## src/rtl/imm_extract.sv

```systemverilog
module imm_extract (
  input  logic [31:0] instr_word,
  input  logic [2:0]  fmt_sel,
  output logic [31:0] imm_out
);

  localparam logic [2:0] FMT_I = 3'd0;
  localparam logic [2:0] FMT_S = 3'd1;
  localparam logic [2:0] FMT_B = 3'd2;
  localparam logic [2:0] FMT_U = 3'd3;
  localparam logic [2:0] FMT_J = 3'd4;

  logic sgn;
  logic is_i, is_s, is_b, is_u, is_j, signed_fmt;

  assign sgn        = instr_word[31];
  assign is_i       = (fmt_sel == FMT_I);
  assign is_s       = (fmt_sel == FMT_S);
  assign is_b       = (fmt_sel == FMT_B);
  assign is_u       = (fmt_sel == FMT_U);
  assign is_j       = (fmt_sel == FMT_J);
  assign signed_fmt = is_i | is_s | is_b | is_j;

  logic [11:0] hi_seg;
  logic [7:0]  mid_seg;
  logic        b11;
  logic [5:0]  b10_5;
  logic [3:0]  b4_1;
  logic        b0;

  assign hi_seg  = is_u       ? instr_word[31:20] :
                   signed_fmt ? {12{sgn}}         : 12'd0;

  assign mid_seg = (is_u | is_j)        ? instr_word[19:12] :
                   (is_i | is_s | is_b) ? {8{sgn}}          : 8'd0;

  always_comb begin
    unique case (1'b1)
      is_i, is_s: b11 = sgn;
      is_b:       b11 = instr_word[7];
      is_j:       b11 = instr_word[20];
      default:    b11 = 1'b0;
    endcase
  end

  assign b10_5 = signed_fmt ? instr_word[30:25] : 6'd0;

  assign b4_1  = (is_i | is_j) ? instr_word[24:21] :
                 (is_s | is_b) ? instr_word[11:8]  : 4'd0;

  assign b0    = is_i ? instr_word[20] :
                 is_s ? instr_word[7]  : 1'b0;

  assign imm_out = {hi_seg, mid_seg, b11, b10_5, b4_1, b0};

  always_comb begin
    if (signed_fmt)
      AST_SIGN_FILL: assert (imm_out[31:20] == {12{instr_word[31]}});
    if (is_b || is_j)
      AST_EVEN_OFFSET: assert (imm_out[0] == 1'b0);
    if (is_u)
      AST_UPPER_LOW_ZERO: assert (imm_out[11:0] == 12'd0 && imm_out[31:12] == instr_word[31:12]);
    if (fmt_sel > FMT_J)
      AST_UNUSED_ZERO: assert (imm_out == 32'd0);
    if (signed_fmt)
      AST_SHARED_MID: assert (imm_out[10:5] == instr_word[30:25]);
    if (is_b)
      AST_BRANCH_B11: assert (imm_out[11] == instr_word[7]);
    if (is_j)
      AST_JUMP_B11: assert (imm_out[11] == instr_word[20] && imm_out[19:12] == instr_word[19:12]);
  end

endmodule

```

## config.mk

```make
export PLATFORM = sky130hd
export DESIGN_NAME = imm_extract
export DESIGN_NICKNAME = d
export VERILOG_FILES = /design/src/rtl/imm_extract.sv
export SDC_FILE = /design/constraint.sdc
export NUM_CORES = 1
export LEC_CHECK = 0
export BUFFER_PORTS_ARGS = -buffer_cell sky130_fd_sc_hd__buf_2
export CAP_MARGIN = 40
export CORE_MARGIN = 10
export CORE_UTILIZATION = 35
export DETAILED_ROUTE_END_ITERATION = 7
export PLACE_DENSITY = 0.95
export SYNTH_ARGS = -nofsm -noshare
export SYNTH_HDL_FRONTEND = slang
export SYNTH_SLANG_ARGS = --single-unit
```

## constraint.sdc

```tcl
create_clock -name vclk -period 1.5
set_input_delay 0 -clock vclk [all_inputs]
set_output_delay 0 -clock vclk [all_outputs]
set_load 0.01 [all_outputs]
```

# After elaboration in Yosys (flattened, before gate mapping)
# Cells that the tools add are included.
# W data, S select, Z words.
# word_totals
reg_bits	0
inputBits	35
out_inout_bits	32
elab_cells	22
# op_classes
n_eq_ne	4
muxes	10
n_bitwise	6
reduce_logical	2
# op_table
cell	n
$mux W12	2
$mux W8	2
$mux W4	2
$eq A3 B2 Y1 const B	2
$mux W6	1
$or A1 B1 Y1	6
$eq A3 B1 Y1 const B	1
$eq A3 B3 Y1 const B	1
$logic_not A3 Y1	1
$pmux W1 S3	1
$mux W1	2
$reduce_or A2 Y1	1

# Depth between registers and ports, before layout
# depth
word_depth	6
ltp_mapped	5
ltp_nobuf	3

# Worst setup path after synthesis
# OpenSTA, ideal clock, no wires.
# synth_timing
kind	input port to output port
startpoint	in fmt_sel[1]
endpoint	out imm_out[20]
t_arrival_ns	0.844
required_ns	1.500
path_slack_ns	0.656
path_stages	5
n_path_buf	2
path_cell_list	buf_2 > maj3_2 > nand2b_4 > buf_6 > nand2_1
# synth_between
elab_chain_len	6
elab_cells_between_ends	10
cone_classes	eq/ne (4); mux (2); bitwise (3); reduce/logical (1)
# synth_rtl
item	line_no	rtl
start, declared	3	input logic [2:0] fmt_sel,
$eq A3 B1 Y1 or $logic_not A3 Y1 (tied branches)	18, 17	
$or A1 B1 Y1 (3 in series)	22	assign signed_fmt = is_i | is_s | is_b | is_j;
$mux W12	32	signed_fmt ? {12{sgn}} : 12'd0;
$mux W12 (*)	31	assign hi_seg = is_u ? instr_word[31:20] :
end, declared	4	output logic [31:0] imm_out
# Every way passes the cells marked *; elsewhere a longest branch is shown, timed or not.

# Worst setup path in the final report
# layout_timing
startpoint	in fmt_sel[2]
endpoint	out imm_out[15]
# layout_between
elab_chain_len	5
elab_cells_between_ends	10
cone_classes	eq/ne (4); mux (2); bitwise (3); reduce/logical (1)
# layout_rtl
item	line_no	rtl
$eq A3 B1 Y1 or $logic_not A3 Y1 (tied branches)	18, 17	
$or A1 B1 Y1 (2 in series)	35	(is_i | is_s | is_b) ? {8{sgn}} : 8'd0;
$mux W8	35	
$mux W8 (*)	34	assign mid_seg = (is_u | is_j) ? instr_word[19:12] :
# Marks and branches as above.

==> impl_metrics.toml <==
[sta]
rsz0062_at_grt = "false"
hold_violations = 0
worst_pin_slew_ns = 0.5566
fin_tns_setup_ns = 0
final_max_slew_viol_count = 0
finalSetupViolations = 0
fin_crit_sh_pct = 82.12
min_period_ns = 1.232
fmax_ghz = 0.8118
relSlewSlack_pct = 62.81

[synth]
synth_top_area_share_pct = 16.92
synthCells = 86
synthesis.area_um2 = 488.0
yosysTopAreaCell = "nand2_1"
synth_warnings = 0
synthTopCellsByArea = "nand2_1 17%, a21oi_1 16%, o22ai_1 10%"
avgSynthCellArea_um2 = 5.674
syn-num-nets = 121
ys_top_cells_by_count = "22 x nand2_1, 16 x a21oi_1, 8 x o22ai_1"
synth.most_common_cell = "nand2_1"
synth_cell_type_count = 21
yosysSeqAreaShare_pct = 0

[critical_path]
endpoint_kind = "output pin"
cpLargestDelayFamily = "simple AND/OR/NAND/NOR gates"
crit_fanout = 17
slowest_delay_ns = 0.48
worst_ep_required_time_ns = 1.50
crit_type = "in2out"
worst_ep_arrival_time_ns = 1.23
slowest_stage = "nor2b_1"
worst_setup_path_start_kind = "primary input"
path_buf_inv = 2
critPathMostFrequentCell = "buf_2"
crit_chain = "buf_2, nor2b_1, a21oi_1, o22ai_1, buf_2"

[grt]
grt_pass1_vias = 742
grt_pass1_wl_um = 3215
grt_usage_pct = 11.09
overflow = 0
antenna_found_initial = 0
grt_max_degree = 18

[drt]
routed_wl_um = 2101
vias = 769
final_antenna_net_count = 0
drt_iter0_drc = 19
wl_per_cell_um = 14.10
viasPerCell = 5.161
drt_first_pass_iters = 4
remaining_drc_errors = 0

[floorplan]
die_width_um = 57.34
io_pins = 67
rows = 13
die_y_um = 57.34
die_area_mm2 = 0.003288
fp.coreArea_mm2 = 0.001301
start_util_pct = 37.50

[pwr]
pwr-share-clk_pct = 0
p_sw_uw = 150.9
p_total_uw = 273.1
power.density_mw_per_mm2 = 370.5
combinationalPowerShare_pct = 100.0
cell_internal_pwr_uw = 122.1
swShare_pct = 55.27
ir_drop_v = 0.0001698
seqPwrFrac_pct = 0
cellLeakagePower_uw = 0.0004533

[final_layout]
synthToLayoutAreaGrowth_pct = 51.03
seq_cells = 0
regArea_um2 = 0
fin_nets = 171
post-route-util_pct = 56.63
drive_gt1_share_pct = 46.27
num_antenna_cells = 0
clock_buffers = 0

[place]
portBuffers = 60
dpl.hpwl_um = 1814
finalWeightedCongestion = 0.7024

[clock_tree]
cts_resized = 0
cts_hold_buf = 0
postCtsSetupBuffers = 0

[flow_run]
cap_violations = 0

[outcome]
status = "complete, no violations"

[min_path]
min_path_type = "in2out"
-- cell families (layout without fill, tap and decap cells) --
family,after synthesis,in the layout,synth area share [%]
mux,2,2,4.103
simple gates,40,40,41.54
xor+xnor,1,1,1.795
compound gates,30,30,35.90
buf+inv,12,60,14.36
fa+ha+maj,1,1,2.308
-- worst min-delay path, stage by stage --
cell     delay, ns
buf_2         0.09
nand2_1       0.04
nand2_1       0.05
buf_2         0.12
-- layer usage --
layer / global-route usage, % / share of wire (%)
met2: 21.47 / 55
met4: 1.678 / 0.90
met3: 3.097 / 6.7
met5: 0 / 0
met1: 11.50 / 37
-- per-stage QoR --
step	hold WS, ns	setup WS (ns)	std cells	instance area, µm²
after floorplan	0.1108	0.6559	86	488.0
after global placement	0.2835	0.4079	149	737.0
after detailed placement	0.2908	0.3342	149	737.0
after CTS	0.2947	0.3278	149	737.0
after global routing	0.3034	0.1769	149	737.0
final	0.2936	0.2682	149	737.0
-- worst paths after layout --
kind,from,to,slack (ns),depth (start not counted)
hold / removal,instr_word[30],imm_out[30],0.29,4
setup / recovery,fmt_sel[2],imm_out[15],0.27,5
-- power groups by stage --
stage	sequential [µW]	clock [µW]	combinational [µW]
3_5_place_dp	0	0	274
6_report	0	0	273
2_1_floorplan	0	0	162
3_3_place_gp	0	0	266
5_1_grt	0	0	301
4_1_cts	0	0	275
-- cells in the final DEF (no fill, tap or decap), drive strengths merged --
cell,instances
a21oi,16
a22o,4
and2,2
and2b,4
and3b,1
buf,60
maj3,1
mux2i,2
nand2,22
nand2b,1
nand3,1
nor2,2
nor2b,6
nor3,1
o21ai,2
o22ai,8
xnor2,1
-- layout make-up --
cell class,count,area [µm²]
tap,15,18.77
fill,128,564.3
multi-input combinational,74,417.9
timing repair buffer,60,300.3
No activity file was read; power rests on OpenSTA's default activity.
